`src/rtl/msc_pkg.sv`:
```
`timescale 1ns/1ps
package msc_pkg;
  localparam int DATA_W      = 32;
  localparam int ADDR_W      = 3;
  localparam int A_SETUP     = 0;
  localparam int A_MDIO      = 1;
  localparam int A_SLOT_BASE = 2;
  localparam int FRAME_OVH   = 12;
  localparam int MIN_PAYLOAD = 60;
  localparam int HDR_BYTES   = 8;

  localparam logic [1:0] SLOT_EMPTY = 2'd0;
  localparam logic [1:0] SLOT_ARMED = 2'd1;
  localparam logic [1:0] SLOT_FULL  = 2'd2;

  localparam logic [7:0] HDR_FILL  = 8'h55;
  localparam logic [7:0] HDR_DELIM = 8'hD5;
endpackage

```
`src/rtl/msc_rx_arbiter.sv`:
```
`timescale 1ns/1ps
module msc_rx_arbiter
  import msc_pkg::*;
#(
  parameter int NUM_SLOTS = 2,
  parameter int LEN_W     = 16,
  parameter int CNT_W     = 12,
  parameter int BUF_BYTES = 2048,
  localparam int SEL_W    = (NUM_SLOTS > 1) ? $clog2(NUM_SLOTS) : 1
) (
  input  logic [NUM_SLOTS-1:0][1:0] slot_st,
  input  logic                      frame_valid,
  input  logic [LEN_W-1:0]          frame_len,
  output logic                      take,
  output logic [SEL_W-1:0]          sel,
  output logic [CNT_W-1:0]          total,
  output logic                      ready
);
  localparam logic [LEN_W:0] OVH_X = (LEN_W+1)'(FRAME_OVH);
  localparam logic [LEN_W:0] BUF_X = (LEN_W+1)'(BUF_BYTES);
  localparam logic [LEN_W:0] PAD_X = (LEN_W+1)'(MIN_PAYLOAD);

  logic [NUM_SLOTS-1:0] armed;
  logic                 found;
  logic [LEN_W:0]       len_x;
  logic [LEN_W:0]       padded;
  logic [LEN_W:0]       stored;
  logic                 fits;

  for (genvar g = 0; g < NUM_SLOTS; g++) begin : g_armed
    assign armed[g] = (slot_st[g] == SLOT_ARMED);
  end

  // lowest armed index wins
  always_comb begin
    sel   = '0;
    found = 1'b0;
    for (int i = 0; i < NUM_SLOTS; i++) begin
      if (armed[i] && !found) begin
        sel   = SEL_W'(i);
        found = 1'b1;
      end
    end
  end

  always_comb begin
    len_x  = {1'b0, frame_len};
    fits   = (len_x + OVH_X) <= BUF_X;
    padded = (len_x < PAD_X) ? PAD_X : len_x;
    stored = padded + OVH_X;
    total  = stored[CNT_W-1:0];
  end

  assign ready = |armed;
  assign take  = frame_valid && ready && fits;
endmodule

```
`src/rtl/msc_tx_checker.sv`:
```
`timescale 1ns/1ps
module msc_tx_checker
  import msc_pkg::*;
#(
  parameter int DATA_W_P = 32,
  parameter int LEN_W    = 16,
  parameter int TX_MIN   = 64,
  parameter int TX_MAX   = 1530
) (
  input  logic [DATA_W_P-1:0]    count,
  input  logic [8*HDR_BYTES-1:0] head,
  output logic                   ok,
  output logic [LEN_W-1:0]       payload_len
);
  logic [HDR_BYTES-1:0] byte_hit;
  logic                 len_ok;
  logic [DATA_W_P-1:0]  diff;

  for (genvar b = 0; b < HDR_BYTES; b++) begin : g_hdr
    localparam logic [7:0] WANT = (b == HDR_BYTES-1) ? HDR_DELIM : HDR_FILL;
    assign byte_hit[b] = (head[8*b +: 8] == WANT);
  end

  always_comb begin
    len_ok      = (count >= DATA_W_P'(TX_MIN)) && (count <= DATA_W_P'(TX_MAX));
    ok          = len_ok && (&byte_hit);
    diff        = count - DATA_W_P'(FRAME_OVH);
    payload_len = diff[LEN_W-1:0];
  end
endmodule

```
`src/rtl/msc_regbank.sv`:
```
`timescale 1ns/1ps
module msc_regbank
  import msc_pkg::*;
#(
  parameter int NUM_SLOTS = 2,
  parameter int CNT_W     = 12,
  localparam int SEL_W    = (NUM_SLOTS > 1) ? $clog2(NUM_SLOTS) : 1,
  localparam int TXC_A    = A_SLOT_BASE + 2*NUM_SLOTS
) (
  input  logic                      clk,
  input  logic                      rst_n,
  input  logic                      wr_en,
  input  logic [ADDR_W-1:0]         addr,
  input  logic [DATA_W-1:0]         wdata,
  output logic [DATA_W-1:0]         rdata,
  input  logic                      mdio_di,
  input  logic                      rx_take,
  input  logic [SEL_W-1:0]          rx_sel,
  input  logic [CNT_W-1:0]          rx_total,
  input  logic                      tx_clear,
  output logic [NUM_SLOTS-1:0][1:0] slot_st,
  output logic [DATA_W-1:0]         txcount,
  output logic                      setup_bit0,
  output logic [2:0]                mdio_lines
);
  logic [DATA_W-1:0] st_arr [NUM_SLOTS];
  logic [DATA_W-1:0] ct_arr [NUM_SLOTS];

  logic              setup_en, mdio_en, txc_en, txc_wr;
  logic [DATA_W-1:0] setup_q, txc_d, txc_q;
  logic [2:0]        mdio_d, mdio_q;

  for (genvar g = 0; g < NUM_SLOTS; g++) begin : g_slot
    localparam logic [ADDR_W-1:0] ST_A = ADDR_W'(A_SLOT_BASE + 2*g);
    localparam logic [ADDR_W-1:0] CT_A = ADDR_W'(A_SLOT_BASE + 2*g + 1);
    logic             hit, st_en, ct_en;
    logic [1:0]       st_d, st_q;
    logic [CNT_W-1:0] ct_d, ct_q;

    // an accepted frame overrides a software write in the same cycle
    always_comb begin
      hit   = rx_take && (rx_sel == SEL_W'(g));
      st_en = hit || (wr_en && (addr == ST_A));
      ct_en = hit || (wr_en && (addr == CT_A));
      st_d  = hit ? SLOT_FULL : wdata[1:0];
      ct_d  = hit ? rx_total  : wdata[CNT_W-1:0];
    end

    always_ff @(posedge clk or negedge rst_n) begin
      if (!rst_n) begin
        st_q <= '0;
        ct_q <= '0;
      end else begin
        if (st_en) st_q <= st_d;
        if (ct_en) ct_q <= ct_d;
      end
    end

    assign slot_st[g] = st_q;
    assign st_arr[g]  = DATA_W'(st_q);
    assign ct_arr[g]  = DATA_W'(ct_q);
  end

  always_comb begin
    setup_en = wr_en && (addr == ADDR_W'(A_SETUP));
    mdio_en  = wr_en && (addr == ADDR_W'(A_MDIO));
    txc_wr   = wr_en && (addr == ADDR_W'(TXC_A));
    txc_en   = txc_wr || tx_clear;
    txc_d    = txc_wr ? wdata : '0;
    mdio_d   = {wdata[3], wdata[2], wdata[0]};
  end

  always_ff @(posedge clk or negedge rst_n) begin
    if (!rst_n) begin
      setup_q <= '0;
      mdio_q  <= '0;
      txc_q   <= '0;
    end else begin
      if (setup_en) setup_q <= wdata;
      if (mdio_en)  mdio_q  <= mdio_d;
      if (txc_en)   txc_q   <= txc_d;
    end
  end

  always_comb begin
    rdata = '0;
    if (addr == ADDR_W'(A_SETUP)) rdata = setup_q;
    if (addr == ADDR_W'(A_MDIO))
      rdata = {{(DATA_W-4){1'b0}}, mdio_q[2], mdio_q[1], mdio_di, mdio_q[0]};
    if (addr == ADDR_W'(TXC_A)) rdata = txc_q;
    for (int s = 0; s < NUM_SLOTS; s++) begin
      if (addr == ADDR_W'(A_SLOT_BASE + 2*s))     rdata = st_arr[s];
      if (addr == ADDR_W'(A_SLOT_BASE + 2*s + 1)) rdata = ct_arr[s];
    end
  end

  assign txcount    = txc_q;
  assign setup_bit0 = setup_q[0];
  assign mdio_lines = mdio_q;
endmodule

```
`src/rtl/mac_slot_ctrl.sv`:
```
`timescale 1ns/1ps
module mac_slot_ctrl
  import msc_pkg::*;
#(
  parameter int LEN_W     = 16,
  parameter int BUF_BYTES = 2048,
  parameter int TX_MIN    = 64,
  parameter int TX_MAX    = 1530,
  localparam int NUM_SLOTS = 2,
  localparam int CNT_W     = $clog2(BUF_BYTES) + 1,
  localparam int SEL_W     = 1,
  localparam int TXC_A     = A_SLOT_BASE + 2*NUM_SLOTS
) (
  input  logic                   clk,
  input  logic                   rst_n,
  input  logic                   reg_wr,
  input  logic [2:0]             reg_addr,
  input  logic [31:0]            reg_wdata,
  output logic [31:0]            reg_rdata,
  input  logic                   mdio_di,
  input  logic                   rx_frame_valid,
  input  logic [LEN_W-1:0]       rx_frame_len,
  input  logic [63:0]            tx_head,
  output logic                   rx_ready,
  output logic                   rx_take,
  output logic                   rx_slot,
  output logic                   rx_irq,
  output logic                   tx_start,
  output logic [LEN_W-1:0]       tx_len,
  output logic                   tx_irq,
  output logic                   phy_rst,
  output logic                   mdio_clk,
  output logic                   mdio_oe,
  output logic                   mdio_do
);
  logic [1:0]                rst_pipe;
  logic                      rst_int_n;
  logic [NUM_SLOTS-1:0][1:0] slot_st;
  logic [NUM_SLOTS-1:0]      full_vec;
  logic [CNT_W-1:0]          rx_total;
  logic [DATA_W-1:0]         txcount;
  logic [2:0]                mdio_lines;
  logic                      tx_ok;
  logic [LEN_W-1:0]          tx_payload;
  logic                      tx_clear;

  logic             go_d, go_q;
  logic             irq_d, irq_q;
  logic             start_d, start_q;
  logic [LEN_W-1:0] len_d, len_q;

  // reset asserts at once, leaves two edges later
  always_ff @(posedge clk or negedge rst_n) begin
    if (!rst_n) rst_pipe <= 2'b00;
    else        rst_pipe <= {rst_pipe[0], 1'b1};
  end
  assign rst_int_n = rst_pipe[1];

  msc_regbank #(.NUM_SLOTS(NUM_SLOTS), .CNT_W(CNT_W)) u_regs (
    .clk        (clk),
    .rst_n      (rst_int_n),
    .wr_en      (reg_wr),
    .addr       (reg_addr),
    .wdata      (reg_wdata),
    .rdata      (reg_rdata),
    .mdio_di    (mdio_di),
    .rx_take    (rx_take),
    .rx_sel     (rx_slot),
    .rx_total   (rx_total),
    .tx_clear   (tx_clear),
    .slot_st    (slot_st),
    .txcount    (txcount),
    .setup_bit0 (phy_rst),
    .mdio_lines (mdio_lines)
  );

  msc_rx_arbiter #(.NUM_SLOTS(NUM_SLOTS), .LEN_W(LEN_W), .CNT_W(CNT_W),
                   .BUF_BYTES(BUF_BYTES)) u_arb (
    .slot_st     (slot_st),
    .frame_valid (rx_frame_valid),
    .frame_len   (rx_frame_len),
    .take        (rx_take),
    .sel         (rx_slot),
    .total       (rx_total),
    .ready       (rx_ready)
  );

  msc_tx_checker #(.DATA_W_P(DATA_W), .LEN_W(LEN_W), .TX_MIN(TX_MIN),
                   .TX_MAX(TX_MAX)) u_txchk (
    .count       (txcount),
    .head        (tx_head),
    .ok          (tx_ok),
    .payload_len (tx_payload)
  );

  for (genvar g = 0; g < NUM_SLOTS; g++) begin : g_full
    assign full_vec[g] = (slot_st[g] == SLOT_FULL);
  end
  assign rx_irq = |full_vec;

  // transmit: capture request, judge it one cycle later
  always_comb begin
    go_d     = reg_wr && (reg_addr == 3'(TXC_A)) && (reg_wdata != '0);
    irq_d    = go_q;
    start_d  = go_q && tx_ok;
    len_d    = start_d ? tx_payload : len_q;
    tx_clear = start_d;
  end

  always_ff @(posedge clk or negedge rst_int_n) begin
    if (!rst_int_n) begin
      go_q    <= 1'b0;
      irq_q   <= 1'b0;
      start_q <= 1'b0;
      len_q   <= '0;
    end else begin
      go_q    <= go_d;
      irq_q   <= irq_d;
      start_q <= start_d;
      len_q   <= len_d;
    end
  end

  assign tx_irq   = irq_q;
  assign tx_start = start_q;
  assign tx_len   = len_q;
  assign mdio_do  = mdio_lines[0];
  assign mdio_oe  = mdio_lines[1];
  assign mdio_clk = mdio_lines[2];
endmodule

```
`config.mk`:
```
export PLATFORM = sky130hd
export DESIGN_NAME = mac_slot_ctrl
export DESIGN_NICKNAME = d
export VERILOG_FILES = /design/src/rtl/msc_pkg.sv /design/src/rtl/msc_rx_arbiter.sv /design/src/rtl/msc_tx_checker.sv /design/src/rtl/msc_regbank.sv /design/src/rtl/mac_slot_ctrl.sv
export SDC_FILE = /design/constraint.sdc
export NUM_CORES = 1
export LEC_CHECK = 0
export BUFFER_PORTS_ARGS = -buffer_cell sky130_fd_sc_hd__buf_4
export CORE_MARGIN = 2
export CORE_UTILIZATION = 45
export CTS_CLUSTER_DIAMETER = 80
export DETAILED_ROUTE_END_ITERATION = 10
export PLACE_DENSITY = 0.71
export SYNTH_ARGS = -nofsm -noshare
export SYNTH_HDL_FRONTEND = slang
export SYNTH_SLANG_ARGS = --single-unit
```
`constraint.sdc`:
```
create_clock -name clk -period 7.5 [get_ports clk]
set_input_delay 1.125 -clock clk [delete_from_list [all_inputs] [get_ports clk]]
set_output_delay 1.125 -clock clk [all_outputs]
set_load 0.005 [all_outputs]
```
==> out/metrics.cfg <==
[outcome]
status = finished clean

[placed_design]
port_buffers = 177
dp_slack_ns = 3.60
gp_congestion = 0.909
place_hpwl_um = 12700

[cts]
cts_resized = 0
postCtsHoldBufs = 0
cts.path.max_buffers = 2
cts_buffers = 17
ctsRootBufferMaster = clkbuf_16
clock_latency_ns = 0.41
path_clk_slew_ns = 0.06
tritoncts = built
clock-sinks = 116
htree_num_levels = 4
cts_setup_buffers = 0

[yosys]
synthFlopType = dfrtp_1
seq_area_frac_synth_pct = 47.9
ys_ff_latch = 116
ys_types = 49
ys_async_sr_fraction_pct = 100
synth_nets = 676
yosys_warnings = 0
synth_top_area_share_pct = 47.9
netlist_top_cells_area = dfrtp_1 (48%), mux2_2 (16%), a22o_1 (3.0%)
synth_cells = 553
avgSynthCellArea_um2 = 11.0
synth_edf_count = 0
netlist_area_mm2 = 0.00606
yosysTopAreaCell = dfrtp_1

[critical_path]
rr_startpoint = u_regs.txcount[13]
cp_data_required_time_ns = 6.38
r2r-end = tx_len[8]
cp-start-kind = primary input
cp_slowest_cell = nor3_2
reg2reg_depth = 5
cp.buffers_inverters = 2
reg2reg_slack_ns = 5.16
path_cells = buf_4, nor3_2, a22o_1, buf_4
max_stage_delay_ns = 1.02
crit_fanout = 37
path_delay_family = simple AND/OR/NAND/NOR gates
endpoint_kind = output pin
crit_top_cell = buf_4
criticalPathCategory = primary input to output pin
arrival_ns = 2.78

[sta]
skew_ns = 0.00594
setup_viol = 0
period_minus_slack_ns = 3.91
fmax_ghz = 0.256
hold_viol = 0
final-max-slew-violation-count = 0
fin_ws_ns = 3.59
holdWs_ns = 0.339
worst_slew_pin_slew_ns = 1.24
slew_headroom_pct = 17.0
rsz0062_at_grt = no
tns_ns = 0
fin_crit_sh_pct = 52.1

[drt]
drtIter0Drc = 359
num_vias = 5126
ant_nets = 0
drtPass1Iterations = 5
vias_per_cell = 5.67
drc = 0
routed_wl_um = 17100
wl_per_cell_um = 18.9

[final_layout]
nets = 838
area_delta_synth_final_pct = 32.3
drive_gt1_share_pct = 42.2
antenna_cells = 0

[flow_run]
maxCapViolations = 0

[global_routing]
use_met2_pct = 39.8
grt_pass1_vias = 4984
antenna_found_initial = 0
met3_usage_pct = 6.13
grt_first_pass_wirelength_um = 26200
globalRouteMet1Util_pct = 29.8
grt-ovfl-total = 0
grt_max_degree = 68
grt_use_total_pct = 23.6
grt.busiest_layer = met2

[floorplanning]
die_w_um = 120
ios = 178
core_mm2 = 0.0132
die-area_mm2 = 0.0144
row_count = 42
initial_core_util_pct = 45.9
die_h_um = 120

[power_and_ir_drop]
leakagePower_nw = 3.75
powerDensity_mw_per_mm2 = 247
vdd_drop_max_uv = 157

[min_path]
worstHoldPathType = register to async pin

report_power, final:
group / internal (W) / switching (W)
combinational: 0.000222 / 0.000157
sequential: 0.000744 / 0.000109
clock: 0.000468 / 0.000278
cell usage after synthesis, types with 2 or more instances:
library cell  number
dfrtp_1          116
mux2_2            86
nand2_1           40
nor2_1            29
o21ai_0           27
a21oi_1           26
clkbuf_1          22
a22o_1            21
nand3_1           17
nor4_1            14
a221oi_1          11
nand4_1           11
a22oi_1           10
buf_2             10
mux2i_1            9
nor4bb_1           9
xnor2_1            9
and2_1             7
inv_1              7
nor2b_1            6
nor3_1             5
nor4b_1            5
and3_1             4
and3b_1            4
mux2_4             4
nand2b_1           4
xor2_1             4
and4b_1            3
buf_4              3
ha_1               3
nand3b_1           3
or4_1              3
a211o_1            2
a31oi_1            2
o211ai_1           2
o21ai_1            2
flip-flops by register name (all words and copies together) (netlist names):
name,flops
go_q,1
rst_pipe,2
tx_irq,1
tx_len,16
tx_start,1
u_regs.g_slot.ct_q,24
u_regs.g_slot.st_q,4
u_regs.mdio_lines,3
u_regs.setup_q,32
u_regs.txcount,32
metrics by stage:
step	power (W)	std cells	instance area, µm²	util, %
6_report	0.00198	904	8020	60.8
5_1_grt	0.00206	904	8020	60.8
4_1_cts	0.00198	904	8020	60.8
3_5_place_dp	0.00124	872	7470	56.6
3_3_place_gp	0.00122	872	7470	56.6
2_1_floorplan	0.00106	553	6060	-
kinds of logic after synthesis:
family | Yosys count | share of synthesized area (%)
other cells | 1 | 0.0619
flops | 116 | 47.9
buf+inv | 44 | 3.24
xor+xnor | 13 | 1.88
simple gates | 170 | 16.1
mux | 99 | 18.5
fa+ha+maj | 3 | 0.620
compound gates | 107 | 11.7
cells in the final DEF, fill, tap and decap left out, types with 11 or more instances in the layout:
| cell | instances |
|---|---|
| nand4_1 | 11 |
| nand3_1 | 17 |
| buf_4 | 180 |
| dfrtp_1 | 115 |
| nor4_1 | 14 |
| o21ai_0 | 27 |
| clkbuf_16 | 17 |
| a22o_1 | 21 |
| a221oi_1 | 11 |
| a21oi_1 | 26 |
| nor2_1 | 29 |
| nand2_1 | 40 |
| mux2_2 | 86 |
how the worst max path moves through the flow:
stage                startpoint             to  slack (ns)  depth (start not counted)
global route        reg_addr[0]  reg_rdata[30]        3.46                          4
detailed placement  reg_addr[0]  reg_rdata[28]        3.60                          4
CTS                 reg_addr[0]  reg_rdata[28]        3.60                          4
global placement    reg_addr[0]  reg_rdata[30]        3.69                          4
floorplan           rst_pipe[1]           go_q        4.03                          0
finish              reg_addr[0]  reg_rdata[17]        3.59                          4
layer usage:
metal,part of all wire (%),vias to the layer above
met1,41,2497
met5,0,-
met2,50,223
met3,7.3,19
met4,1.4,0
li1,-,2387
layout make-up:
class	instances	area, µm²
flip-flops and latches	116	2910
clock buffers	22	464
inverters	7	26.3
fillers	1095	5170
clock inverters	10	82.6
well taps	176	220
repair buffers	180	1350
multi-input cells	393	2970
(Power assumes the default switching activity.)
